File: src/rtl/gpio_eia_pkg.sv
package gpio_eia_pkg;

    localparam int ADDR_W = 10;
    localparam int DATA_W = 32;

    // Address regions (addr[9:8])
    localparam logic [1:0] REGION_CFG = 2'd0;
    localparam logic [1:0] REGION_IRQ = 2'd1;

    // Interrupt register kinds (addr[1:0] inside REGION_IRQ)
    localparam logic [1:0] KIND_EN   = 2'd0;
    localparam logic [1:0] KIND_STAT = 2'd1;
    localparam logic [1:0] KIND_CLR  = 2'd2;
    localparam logic [1:0] KIND_SET  = 2'd3;

    // Configuration word field positions
    localparam int CFG_MODE_LSB = 0;
    localparam int CFG_IEN_BIT  = 4;

    // Edge mode: bit0 reports falling edges, bit1 reports rising edges
    function automatic logic edge_hit(logic [1:0] mode, logic rise, logic fall);
        return (rise && mode[1]) || (fall && mode[0]);
    endfunction

endpackage

File: src/rtl/gpio_eia_sync.sv
module gpio_eia_sync #(
    parameter int NUM_PINS = 64
) (
    input  logic                clk,
    input  logic                rst_n,
    input  logic [NUM_PINS-1:0] pin_i,
    output logic [NUM_PINS-1:0] lvl_o,
    output logic [NUM_PINS-1:0] prev_o
);

    typedef struct packed {
        logic [NUM_PINS-1:0] meta;
        logic [NUM_PINS-1:0] lvl;
        logic [NUM_PINS-1:0] prev;
    } sync_t;

    sync_t s_d, s_q;

    always_comb begin
        s_d      = s_q;
        s_d.meta = pin_i;
        s_d.lvl  = s_q.meta;
        s_d.prev = s_q.lvl;
    end

    always_ff @(posedge clk or negedge rst_n) begin
        if (!rst_n) s_q <= '0;
        else        s_q <= s_d;
    end

    assign lvl_o  = s_q.lvl;
    assign prev_o = s_q.prev;

    // the delayed copy follows the synchronized level by one cycle
    p_prev_follows_r12: assert property (@(posedge clk) disable iff (!rst_n)
        1'b1 |=> (prev_o == $past(lvl_o)));

endmodule

File: src/rtl/gpio_eia_pincfg.sv
module gpio_eia_pincfg
    import gpio_eia_pkg::*;
#(
    parameter int NUM_PINS = 64,
    parameter int IDX_W    = 8
) (
    input  logic                clk,
    input  logic                rst_n,
    input  logic                cfg_we,
    input  logic [IDX_W-1:0]    cfg_idx,
    input  logic [DATA_W-1:0]   cfg_wdata,
    input  logic [IDX_W-1:0]    rd_idx,
    input  logic [NUM_PINS-1:0] lvl_i,
    input  logic [NUM_PINS-1:0] prev_i,
    output logic [NUM_PINS-1:0] evt_o,
    output logic [DATA_W-1:0]   cfg_rdata
);

    typedef struct packed {
        logic [NUM_PINS-1:0][1:0] mode;
        logic [NUM_PINS-1:0]      ien;
    } cfg_t;

    cfg_t c_d, c_q;
    logic [NUM_PINS-1:0] evt;

    always_comb begin
        c_d = c_q;
        for (int i = 0; i < NUM_PINS; i++) begin
            if (cfg_we && cfg_idx == IDX_W'(i)) begin
                c_d.mode[i] = cfg_wdata[CFG_MODE_LSB +: 2];
                c_d.ien[i]  = cfg_wdata[CFG_IEN_BIT];
            end
        end
    end

    always_comb begin
        for (int i = 0; i < NUM_PINS; i++) begin
            logic pin_rise, pin_fall, en_rise, en_fall;
            pin_rise = c_q.ien[i] & lvl_i[i] & ~prev_i[i];
            pin_fall = c_q.ien[i] & ~lvl_i[i] & prev_i[i];
            en_rise  = c_d.ien[i] & ~c_q.ien[i] & lvl_i[i];
            en_fall  = ~c_d.ien[i] & c_q.ien[i] & lvl_i[i];
            evt[i]   = edge_hit(c_q.mode[i], pin_rise, pin_fall)
                     | edge_hit(c_d.mode[i], en_rise, en_fall);
        end
    end

    always_ff @(posedge clk or negedge rst_n) begin
        if (!rst_n) c_q <= '0;
        else        c_q <= c_d;
    end

    always_comb begin
        cfg_rdata = '0;
        for (int i = 0; i < NUM_PINS; i++) begin
            if (rd_idx == IDX_W'(i)) begin
                cfg_rdata[CFG_MODE_LSB +: 2] = c_q.mode[i];
                cfg_rdata[CFG_IEN_BIT]       = c_q.ien[i];
            end
        end
    end

    assign evt_o = evt;

    // Pins whose mode is 0 before and after this cycle
    logic [NUM_PINS-1:0] mode_off;
    always_comb begin
        for (int i = 0; i < NUM_PINS; i++)
            mode_off[i] = (c_q.mode[i] == 2'd0) && (c_d.mode[i] == 2'd0);
    end

    // no event from a pin whose input-enable is low now and stays low
    p_evt_needs_ien_r2: assert property (@(posedge clk) disable iff (!rst_n)
        (evt_o & ~c_q.ien & ~c_d.ien) == '0);

    // mode 0 produces no events
    p_off_silent_r1: assert property (@(posedge clk) disable iff (!rst_n)
        (evt_o & mode_off) == '0);

endmodule

File: src/rtl/gpio_eia_bank.sv
module gpio_eia_bank
    import gpio_eia_pkg::*;
#(
    parameter int BANK_W = 32
) (
    input  logic              clk,
    input  logic              rst_n,
    input  logic [BANK_W-1:0] hw_evt,
    input  logic              en_we,
    input  logic              set_we,
    input  logic              clr_we,
    input  logic [BANK_W-1:0] wdata,
    output logic [BANK_W-1:0] en_o,
    output logic [BANK_W-1:0] stat_o,
    output logic              irq_o
);

    typedef struct packed {
        logic [BANK_W-1:0] en;
        logic [BANK_W-1:0] stat;
        logic              irq;
    } bank_t;

    bank_t b_d, b_q;
    logic [BANK_W-1:0] set_m, clr_m, hit;

    always_comb begin
        b_d    = b_q;
        set_m  = set_we ? wdata : '0;
        clr_m  = clr_we ? wdata : '0;
        hit    = hw_evt & b_q.en;
        if (en_we) b_d.en = wdata;
        b_d.stat = (b_q.stat & ~clr_m) | set_m | hit;
        b_d.irq  = |(b_q.en & b_q.stat);
    end

    always_ff @(posedge clk or negedge rst_n) begin
        if (!rst_n) b_q <= '0;
        else        b_q <= b_d;
    end

    assign en_o   = b_q.en;
    assign stat_o = b_q.stat;
    assign irq_o  = b_q.irq;

    // cleared bits with no competing set or event read 0 next cycle
    p_clear_r6: assert property (@(posedge clk) disable iff (!rst_n)
        clr_we |=> ((stat_o & $past(wdata & ~(hw_evt & en_o))) == '0));

    // set bits read 1 next cycle
    p_set_r6: assert property (@(posedge clk) disable iff (!rst_n)
        set_we |=> ((stat_o & $past(wdata)) == $past(wdata)));

    // an enabled event always latches, even against a clear
    p_evt_wins_r9: assert property (@(posedge clk) disable iff (!rst_n)
        1'b1 |=> ((stat_o & $past(hw_evt & en_o)) == $past(hw_evt & en_o)));

    // status rises only through a set write or an enabled event
    p_no_spurious_r7: assert property (@(posedge clk) disable iff (!rst_n)
        (!set_we && ((hw_evt & en_o) == '0)) |=> ((stat_o & ~$past(stat_o)) == '0));

    // interrupt high only if an enabled status bit was pending a cycle earlier
    p_irq_source_r8: assert property (@(posedge clk) disable iff (!rst_n)
        irq_o |-> $past((en_o & stat_o) != '0));

endmodule

File: src/rtl/gpio_edge_irq_agg.sv
module gpio_edge_irq_agg
    import gpio_eia_pkg::*;
#(
    parameter int NUM_PINS = 64,
    parameter int BANK_W   = 32
) (
    input  logic                         clk,
    input  logic                         rst_n,
    input  logic [NUM_PINS-1:0]          pin_i,
    input  logic                         wr_en,
    input  logic [ADDR_W-1:0]            wr_addr,
    input  logic [DATA_W-1:0]            wr_data,
    input  logic [ADDR_W-1:0]            rd_addr,
    output logic [DATA_W-1:0]            rd_data,
    output logic [NUM_PINS/BANK_W-1:0]   irq_n0_o,
    output logic [NUM_PINS/BANK_W-1:0]   irq_n1_o
);

    localparam int NUM_BANKS = NUM_PINS / BANK_W;
    localparam int NUM_SETS  = 2;
    localparam int IDX_W     = 8;
    localparam int BANK_SEL_W = 5;

    logic [NUM_PINS-1:0] lvl, prev, evt;
    logic [DATA_W-1:0]   cfg_rdata;
    logic                cfg_we;

    assign cfg_we = wr_en && (wr_addr[9:8] == REGION_CFG);

    gpio_eia_sync #(.NUM_PINS(NUM_PINS)) u_sync (
        .clk    (clk),
        .rst_n  (rst_n),
        .pin_i  (pin_i),
        .lvl_o  (lvl),
        .prev_o (prev)
    );

    gpio_eia_pincfg #(.NUM_PINS(NUM_PINS), .IDX_W(IDX_W)) u_cfg (
        .clk       (clk),
        .rst_n     (rst_n),
        .cfg_we    (cfg_we),
        .cfg_idx   (wr_addr[IDX_W-1:0]),
        .cfg_wdata (wr_data),
        .rd_idx    (rd_addr[IDX_W-1:0]),
        .lvl_i     (lvl),
        .prev_i    (prev),
        .evt_o     (evt),
        .cfg_rdata (cfg_rdata)
    );

    logic [NUM_SETS-1:0][NUM_BANKS-1:0]             irq_w;
    logic [NUM_SETS-1:0][NUM_BANKS-1:0][BANK_W-1:0] en_w, stat_w;

    for (genvar s = 0; s < NUM_SETS; s++) begin : g_set
        for (genvar b = 0; b < NUM_BANKS; b++) begin : g_bank
            logic sel;
            assign sel = wr_en && (wr_addr[9:8] == REGION_IRQ)
                      && (wr_addr[7:3] == BANK_SEL_W'(b))
                      && (wr_addr[2] == 1'(s));

            gpio_eia_bank #(.BANK_W(BANK_W)) u_bank (
                .clk    (clk),
                .rst_n  (rst_n),
                .hw_evt (evt[b*BANK_W +: BANK_W]),
                .en_we  (sel && wr_addr[1:0] == KIND_EN),
                .set_we (sel && wr_addr[1:0] == KIND_SET),
                .clr_we (sel && wr_addr[1:0] == KIND_CLR),
                .wdata  (wr_data[BANK_W-1:0]),
                .en_o   (en_w[s][b]),
                .stat_o (stat_w[s][b]),
                .irq_o  (irq_w[s][b])
            );
        end
    end

    assign irq_n0_o = irq_w[0];
    assign irq_n1_o = irq_w[1];

    always_comb begin
        rd_data = '0;
        if (rd_addr[9:8] == REGION_CFG) begin
            rd_data = cfg_rdata;
        end else if (rd_addr[9:8] == REGION_IRQ) begin
            for (int s = 0; s < NUM_SETS; s++) begin
                for (int b = 0; b < NUM_BANKS; b++) begin
                    if (rd_addr[7:3] == BANK_SEL_W'(b) && rd_addr[2] == 1'(s)) begin
                        if (rd_addr[1:0] == KIND_EN)
                            rd_data[BANK_W-1:0] = en_w[s][b];
                        else if (rd_addr[1:0] == KIND_STAT)
                            rd_data[BANK_W-1:0] = stat_w[s][b];
                    end
                end
            end
        end
    end

    // both sets of a bank see the same events; with equal enables they latch alike
    p_sets_agree_r4: assert property (@(posedge clk) disable iff (!rst_n)
        (wr_en == 1'b0 && en_w[0][0] == en_w[1][0] && stat_w[0][0] == stat_w[1][0])
        |=> (stat_w[0][0] == stat_w[1][0]));

endmodule

File: config.mk
export PLATFORM = sky130hd
export DESIGN_NAME = gpio_edge_irq_agg
export DESIGN_NICKNAME = d
export VERILOG_FILES = /design/src/rtl/gpio_eia_pkg.sv /design/src/rtl/gpio_eia_sync.sv /design/src/rtl/gpio_eia_pincfg.sv /design/src/rtl/gpio_eia_bank.sv /design/src/rtl/gpio_edge_irq_agg.sv
export SDC_FILE = /design/constraint.sdc
export NUM_CORES = 1
export LEC_CHECK = 0
export BUFFER_PORTS_ARGS = -buffer_cell sky130_fd_sc_hd__buf_4
export CAP_MARGIN = 20
export CORE_MARGIN = 10
export CORE_UTILIZATION = 43
export DETAILED_ROUTE_END_ITERATION = 10
export GPL_TIMING_DRIVEN = 0
export PLACE_DENSITY = 0.66
export SYNTH_ARGS = -nofsm -noshare
export SYNTH_HDL_FRONTEND = slang
export SYNTH_SLANG_ARGS = --single-unit
File: constraint.sdc
create_clock -name clk -period 3.1 [get_ports clk]
set_clock_uncertainty 0.1 [all_clocks]
set_input_delay 0.465 -clock clk [delete_from_list [all_inputs] [get_ports clk]]
set_output_delay 0.465 -clock clk [all_outputs]
set_load 0.005 [all_outputs]
======== After elaboration in Yosys (flattened, before gate mapping) ========
Cells that the tools add are included.
word-level totals
  bits in registers ....................... 644
  input port bits ......................... 119
  output and inout port bits .............. 36
  logic and storage cells ................. 1833
operators by class
  eq/ne operators ......................... 133
  muxes and demuxes ....................... 278
  bitwise operators ....................... 858
  reduce and logical (&&, ||, !) cells .... 484
operators by type and width
  cell                                                                    count
  32-bit two-way mux                                                      22
  1-bit AND                                                               512
  8-bit by 6-bit equality test with 1-bit output (second input constant)  64
  32-bit AND                                                              12
  1-bit logical AND                                                       344
  1-bit NOT                                                               258
  8-bit by 5-bit equality test with 1-bit output (second input constant)  32
  2-bit two-way mux                                                       128
  32-bit bitwise OR                                                       8
  8-bit by 4-bit equality test with 1-bit output (second input constant)  16
  1-bit logical OR                                                        128
  1-bit two-way mux                                                       128
  32-bit NOT                                                              4
  32-bit OR reduction                                                     4
  8-bit by 3-bit equality test with 1-bit output (second input constant)  8
  1-bit bitwise OR                                                        64
  8-bit by 2-bit equality test with 1-bit output (second input constant)  4
  8-bit by 1-bit equality test with 1-bit output (second input constant)  2
  8-bit zero test                                                         2
  5-bit by 1-bit equality test with 1-bit output (second input constant)  2
  5-bit zero test                                                         2
  2-bit zero test                                                         4
  2-bit by 1-bit equality test with 1-bit output (second input constant)  3
  2-bit equality test (second input constant)                             2

======== Depth between registers and ports, before layout ========
Gate-level depths: netlist (run 1).
  depth after elaboration ................. 66
  mapped depth ............................ 11
  gate-level depth less buffers ........... 7

======== Modules after synthesis ========
A second synthesis (run 1) with hierarchy kept.
second synthesis, totals
  cells, all modules ...................... 2911
  area, all modules ....................... 31886.8 um^2
modules (own cells, without submodules)
  module             instances  cells each  area each (um^2)  seq. area each (um^2)
  gpio_eia_pincfg    1          1414        12848.6           4804.6
  gpio_eia_bank      4          224         2755.1            1626.6
  gpio_eia_sync      1          256         5285.1            4804.6
  gpio_edge_irq_agg  1          345         2732.6            0.0

======== Worst setup path after synthesis (run 1) ========
OpenSTA, ideal clock, no wires.
  kind .................................... input to output
  start point ............................. in rd_addr[1]
  end point ............................... out rd_data[4]
  arrival ................................. 2.280 ns
  slack ................................... 0.255 ns
  cell stages on the path ................. 9
  path buffers ............................ 2
  cells stage by stage .................... buf_2 -> or4b_1 -> buf_2 -> o31a_1 -> o2111ai_1 -> o221ai_1 -> a211o_1 -> a221oi_2 -> o22ai_1
between the ends
  word-level cells in the longest chain between the ends .. 66
  elaborated cells on any way between the ends .. 144
  classes of those cells .................. eq/ne: 64; mux: 78; reduce/logical: 2
RTL lines
  what                              RTL line                 text
  start, declared                   gpio_edge_irq_agg.sv:13  input logic [ADDR_W-1:0] rd_addr,
  8-bit zero test                   gpio_eia_pincfg.sv:57    if (rd_idx == IDX_W'(i)) begin
  1-bit two-way mux (64 in series)  gpio_eia_pincfg.sv:57
  32-bit two-way mux *              gpio_edge_irq_agg.sv:81  if (rd_addr[9:8] == REGION_CFG) begin
  end, declared                     gpio_edge_irq_agg.sv:14  output logic [DATA_W-1:0] rd_data,
Mark *: on every way between the ends. The rest lies on a longest branch, timed or not.

======== Worst setup path after layout (run 1) ========
  start point ............................. in rd_addr[2]
  end point ............................... out rd_data[1]
between the ends
  word-level cells in the longest chain between the ends .. 66
  elaborated cells on any way between the ends .. 145
  classes of those cells .................. eq/ne: 63; mux: 76; bitwise: 1; reduce/logical: 5
RTL lines
  what                              RTL line
  8-bit zero test                   gpio_eia_pincfg.sv:57
  2-bit two-way mux (64 in series)  gpio_eia_pincfg.sv:57
  32-bit two-way mux *              gpio_edge_irq_agg.sv:81
Marked as above.

==> run metrics, run 1 <==
status=complete, but fails checks; failing checks=negative setup slack; peak supply drop=a little under 0.5 mV; EDFF count, synth=0; Tmin final=3.70 ns; fin. max-slew vios=0; Syn Nets=2,825; Worst EP required=2.53 ns; Post-DP Area=0.0330 mm²; Worst-Skew Late Latency=0.64 ns; CP Cell Sequence=buf_4 -> buf_4 -> buf_4 -> buf_6 -> buf_6 -> o221ai_1 -> a31oi_1 -> o21ai_0 -> o211ai_1 -> a221oi_2 -> o32ai_2 -> buf_4; Worst setup EP type=output port; HPWL after DPL=117,000 µm; Netlist Area Pre-Place=around 0.030 mm²; Worst Path Arrival=3.14 ns; fill cell count=5,955; final setup vio count=41; Pleak=between 0.015 and 0.02 µW; RSZ-0062 raised after global routing=true; max cap viols=0; mean post-synth cell area=11.2 µm²; TritonCTS clock tree=built; Most common cell on crit path=buf_4; I/O Buffers=150; Final Wtd Congestion=1.07; die width=approximately 290 µm; floorplan core area=0.0700 mm²; synth warn=0; Hold Vio Cnt, Final=0; slowest stage delay, CP=0.33 ns; Placed Cells=between 3,000 and 4,000; P&R area growth vs syn=29.3%; DR WL/cell=38.5 µm; DR DRC count=0; critical path class=input pin to output port; headroom to the max-slew limit=about a fifth; initial core utilization=a little over two fifths; Main synth FF type=dfrtp_1; Die Span Y=286 µm; Synth Instances=between 2,000 and 3,000; first-pass detailed-route iteration total=7; Routed WL=158,000 µm; Fmax=270 MHz; fin area=0.0393 mm²; critical path startpoint category=input pin; TritonCTS Sinks=644; clk root buf=clkbuf_16; share of layout cells above drive strength 1=31.2%; post-synthesis register bit count=644; post-route insts no fill=4,116; drt via density=between 6 and 7; TritonCTS buffer count=74; vias post-DR=27,900; Tcrit/Tclk final=119%; Yosys cell types=82; sequential area share after synthesis=53.0%; first-pass GRT wire length=219,000 µm; I/O Pins=155; total track usage=37.9%; final setup margin=-0.602 ns; crit-path leading delay family=compound AO/OA/AOI/OAI gates; most frequent cells in the layout=639 x dfrtp_1, 275 x mux2_2, 226 x buf_4; row cnt=97; Setup WS pre-CTS=-1.79 ns; H-tree depth=3; GR Overflow Total=0; largest net degree at the start of global routing=around 120; clk buf depth=3; WP buf/inv=6; slowest CP cell=o211ai_1; Max FO, Critical Path=10; CTS clk-pin slew, worst paths=around 0.060 ns; Hold Path Class=input pin to flip-flop; post-route ant nets=0; worst slew pin tran=roughly 1.2 ns; DRT iter0 DRCs=roughly 3,600; pwr/cell area=512 mW/mm²; vias in the first global route=27,700; Nets=3,235; commonest non-fill, non-tap cell in the layout=dfrtp_1; die area=roughly 0.082 mm²; async set-or-reset flop fraction in the synthesized netlist=100%; antenna violations before repair=6
-- repair_timing --
action                     CTS  global route
cloned                       4             1
hold buffers                65             0
pin swaps                   68            45
buffers inserted            76            25
hold endpoints to repair   169             0
gates resized for setup    423           115
setup endpoints to repair  181           121
-- Yosys cell counts (3+ instances only) --
cell type  number  area share (%)
a21oi_1       108             1.8
buf_1           6           0.074
a31oi_1        10            0.21
a221o_1       132             4.3
o221ai_1       21            0.60
nand4_1        69             1.4
mux4_2          6            0.44
a21boi_0      129             3.2
o31ai_1         6            0.15
a2bb2oi_1       3           0.086
o2111ai_1       5            0.14
dfrtp_1       644              53
o32ai_1         5            0.14
nor3_1         29            0.48
mux2i_1        84             2.8
a311oi_1        4            0.12
a22o_1         15            0.43
o211ai_1        7            0.17
a211oi_1       17            0.42
nor2b_1        24            0.49
o21ai_0       128             2.1
nand2b_1       14            0.29
nor2_1        113             1.4
a211o_1         4            0.12
nand3_1        80             1.3
nand3b_1        5            0.12
buf_4           5            0.12
a221oi_1       45             1.3
buf_2          56            0.92
nand2_1       166             2.0
and2_1          4           0.082
mux2_2        275              10
o21bai_1        4           0.099
o22ai_1       124             2.6
and4_1         12            0.35
inv_1          61            0.75
o21ai_1        10            0.16
nor4_1          7            0.14
o21a_1          5            0.12
clkbuf_1      133             1.6
or3b_2          3           0.086
or4_1           6            0.15
a22oi_1        65             1.6
-- registers in the layout, indices dropped and copies added, names as in the netlist --
name / cells
u_sync.lvl_o: 64
u_sync.prev_o: 64
u_cfg.c_q: 192
u_sync.s_d: 64
g_set.g_bank.u_bank.stat_o: 128
g_set.g_bank.u_bank.en_o: 128
g_set.g_bank.u_bank.irq_o: 4
-- routing by layer --
layer	track usage [%]	wire length, µm
met4	26.2	13500
met3	10.5	16600
met2	57.9	69900
met5	0	57
met1	46.2	58400
-- stage by stage --
step           power, µW  setup TNS, ns  hold slack (ns)  util (%)
2_1_floorplan       9390              0           0.0694         -
3_3_place_gp       10200       -3839.50            0.232      46.7
3_5_place_dp       10300        -225.00            0.235      47.1
4_1_cts            20100          -4.79            0.121      55.3
5_1_grt            20600          -7.82            0.149      56.1
6_report           20100          -7.84            0.137      56.1
-- path summary, 6_finish.rpt --
path	start	depth (start not counted)	end	slack [ns]
max	rd_addr[2]	12	rd_data[1]	-0.60
min	wr_data[16]	3	g_set[1].g_bank[1].u_bank.stat_o[16]$_DFF_PN0_	0.14
max in group asynchronous	rst_n	4	u_cfg.c_q[142]$_DFF_PN0_	0.74
min in group asynchronous	rst_n	2	g_set[1].g_bank[1].u_bank.en_o[24]$_DFFE_PN0P_	0.42
max reg2reg	g_set[0].g_bank[1].u_bank.en_o[20]$_DFFE_PN0P_	4	g_set[0].g_bank[1].u_bank.irq_o$_DFF_PN0_	0.76
min reg2reg	u_sync.s_d[123]$_DFF_PN0_	0	u_sync.lvl_o[59]$_DFF_PN0_	0.24
-- area by class of cell --
cell class,count,area (µm²),share of cell area (%)
flip-flops and latches,644,16100,41.0
multi-input cells,1796,14300,36.5
repair buffers,336,3170,8.07
clock buffers,100,2150,5.48
plain buffers,201,1560,3.98
well taps,940,1180,2.99
clock inverters,34,541,1.38
inverters,63,245,0.624
diodes,2,5.00,0.0127
-- report_power, final --
part	leakage [µW]	switching (µW)	internal [µW]
logic	0.00728	1020	541
clock network	0.00133	3800	5900
registers	0.00852	227	8620
-- cells by family after synthesis --
family | after synthesis | synth area share, %
AO/OA/AOI/OAI | 871 | 20.6
flip-flops | 644 | 53.0
AND/OR/NAND/NOR | 560 | 9.35
multiplexers | 365 | 13.4
buffers and inverters | 266 | 3.63
-- worst min-delay path: cells and delay by family --
kind                   cells  cell delay [ns]
AO/OA/AOI/OAI              2             0.26
buffers and inverters      1             0.12
Note: power is estimated with default switching activity, not from simulation.
==> run 2: changes to the inputs <==
--- a/config.mk
+++ b/config.mk
@@ -7,11 +7,10 @@
 export LEC_CHECK = 0
 export BUFFER_PORTS_ARGS = -buffer_cell sky130_fd_sc_hd__buf_4
 export CAP_MARGIN = 20
-export CORE_MARGIN = 10
 export CORE_UTILIZATION = 43
 export DETAILED_ROUTE_END_ITERATION = 10
 export GPL_TIMING_DRIVEN = 0
-export PLACE_DENSITY = 0.66
+export RECOVER_POWER = 100
 export SYNTH_ARGS = -nofsm -noshare
 export SYNTH_HDL_FRONTEND = slang
 export SYNTH_SLANG_ARGS = --single-unit
==> run metrics, run 2 (synthesis gave the netlist of run 1 again) <==
status=complete, but fails checks; failing checks=max-capacitance violations, max-slew violations, negative setup slack; Setup TNS Final=-68.60 ns; Register-to-Register Path Depth=4; share of layout cells above drive strength 1=28.6%; WP buf/inv=3; die area=0.0718 mm²; Hold Path Sink=u_cfg.c_q[13]$_DFF_PN0_; TritonCTS clock tree=built; fill cell count=6,100; pwr/cell area=494 mW/mm²; Nets=3,222; clk root buf=clkbuf_16; vias in the first global route=27,200; drt via density=6.82; RR Startpoint=g_set[0].g_bank[1].u_bank.en_o[6]$_DFFE_PN0P_; Most flops, register=u_cfg.c_q; reg2reg setup slack=0.84 ns; final setup vio count=roughly 270; initial core utilization=43.4%; largest net degree at the start of global routing=126; Final Wtd Congestion=1.07; I/O Buffers=150; HP Start=wr_data[4]; fin. max-slew vios=235; die width=between 200 and 300 µm; vias post-DR=28,000; antenna violations before repair=6; Worst-Skew Late Latency=around 0.63 ns; slowest stage delay, CP=0.82 ns; max cap viols=2; first-pass GRT wire length=approximately 210,000 µm; CP Cell Sequence=buf_12 -> buf_4 -> nor4b_4 -> nand3_1 -> o31ai_2 -> o211ai_1 -> a221oi_2 -> o32ai_4 -> buf_4; Hold Path Class=input pin to flip-flop; post-route ant nets=0; Worst EP required=2.53 ns; critical path startpoint category=input pin; total track usage=43.6%; I/O Pins=between 150 and 200; critical path class=input pin to output port; CTS clk-pin slew, worst paths=0.06 ns; Pleak=0.0169 µW; HPWL after DPL=117,000 µm; Worst setup EP type=output port; Fmax=277 MHz; P&R area growth vs syn=27.6%; peak supply drop=0.537 mV; DR DRC count=0; Tcrit/Tclk final=116%; row cnt=between 90 and 100; worst hold path depth=2; Most common cell on crit path=buf_4; final setup margin=-0.504 ns; DRT iter0 DRCs=3,583; most frequent cells in the layout=638 x dfrtp_1, 231 x mux2_2, 154 x nand2_1; Routed WL=158,000 µm; headroom to the max-slew limit=-5.23%; reg2reg end=g_set[0].g_bank[1].u_bank.irq_o$_DFF_PN0_; Tmin final=around 3.6 ns; Worst Path Arrival=3.04 ns; WP depth=9; DR WL/cell=around 38 µm; commonest non-fill, non-tap cell in the layout=dfrtp_1; max FFs per register=192; crit-path leading delay family=compound AO/OA/AOI/OAI gates; Hold Vio Cnt, Final=0; TritonCTS buffer count=73; Die Span Y=between 200 and 300 µm; Setup WS pre-CTS=-1.83 ns; slowest CP cell=nor4b_4; worst slew pin tran=~1.6 ns; clk buf depth=3; H-tree depth=3; TritonCTS Sinks=644; GR Overflow Total=0; floorplan core area=0.0700 mm²; first-pass detailed-route iteration total=8; RSZ-0062 raised after global routing=true; Max FO, Critical Path=10
==> run 2: changes by cell type in the layout (fill, tap and decap cells not counted), sizes merged <==
cell      before  now
inv           61   63
clkinv        21   15
bufinv        12    3
buf          340  256
clkbuf       231  307
diode          2    7
clkinvlp       3    6
==> run 2: routing by layer <==
metal	vias to the layer above	global-route usage, %	routed length [µm]
met3	556	14.3	18000
met4	0	30.4	13200
met1	14200	55.1	60200
li1	11200	-	-
met5	-	0.270	0
met2	2049	63.1	66200
==> run 2: per-stage QoR <==
stage / total power [µW] / hold WS [ns] / area (µm²) / std cells / utilization, %
after floorplan: 9390 / 0.0694 / 30400 / 2706 / -
after global placement: 10200 / 0.232 / 32700 / 3796 / 46.7
after detailed placement: 10300 / 0.235 / 33000 / 3812 / 47.1
after CTS: 19200 / 0.126 / 38200 / 4075 / 54.6
after global routing: 19600 / 0.146 / 38800 / 4096 / 55.4
final: 19200 / 0.150 / 38800 / 4103 / 55.4
==> run 2: worst register-to-register path: stages (launching register included) <==
cell and delay (ns):
dfrtp_1 0.41, a22o_1 0.23, a221oi_1 0.59, nand3_1 0.19, or4_1 0.59
==> run 2: how the worst max path moves through the flow <==
stage / slack [ns] / endpoint / from
floorplan: 0.26 / rd_data[4] / rd_addr[1]
global placement: -5.65 / u_sync.lvl_o[39]$_DFF_PN0_ / rst_n
detailed placement: -1.83 / rd_data[15] / rd_addr[1]
CTS: -0.49 / rd_data[4] / u_cfg.c_q[3]$_DFF_PN0_
global route: -0.47 / rd_data[4] / u_cfg.c_q[3]$_DFF_PN0_
finish: -0.50 / rd_data[1] / rd_addr[7]
==> run 2: layout make-up <==
class / instances / area (µm²) / share of cell area, %
antenna: 7 / 17.5 / 0.0451
buffer: 200 / 1610 / 4.14
clock buffer: 104 / 2130 / 5.50
clock inverter: 24 / 258 / 0.664
inverter: 63 / 245 / 0.632
multi-input combinational: 1796 / 14300 / 36.8
sequential: 644 / 16100 / 41.6
tap: 940 / 1180 / 3.03
timing repair buffer: 325 / 2970 / 7.64
==> run 2: where the power goes <==
part	internal (µW)	leakage, µW	total (µW)	switching [µW]
registers	8620	0.00851	8850	229
logic	528	0.00716	1560	1030
clock network	5070	0.00118	8770	3700
total	14200	0.0169	19200	4960
==> run 2: repair_timing <==
item	in CTS	in global routing
gates cloned	3	1
hold buffers	65	0
pin swaps	76	41
endpoints found under the setup margin	193	120
hold endpoints to repair	175	0
setup buffers	68	22
gates resized for setup	421	117
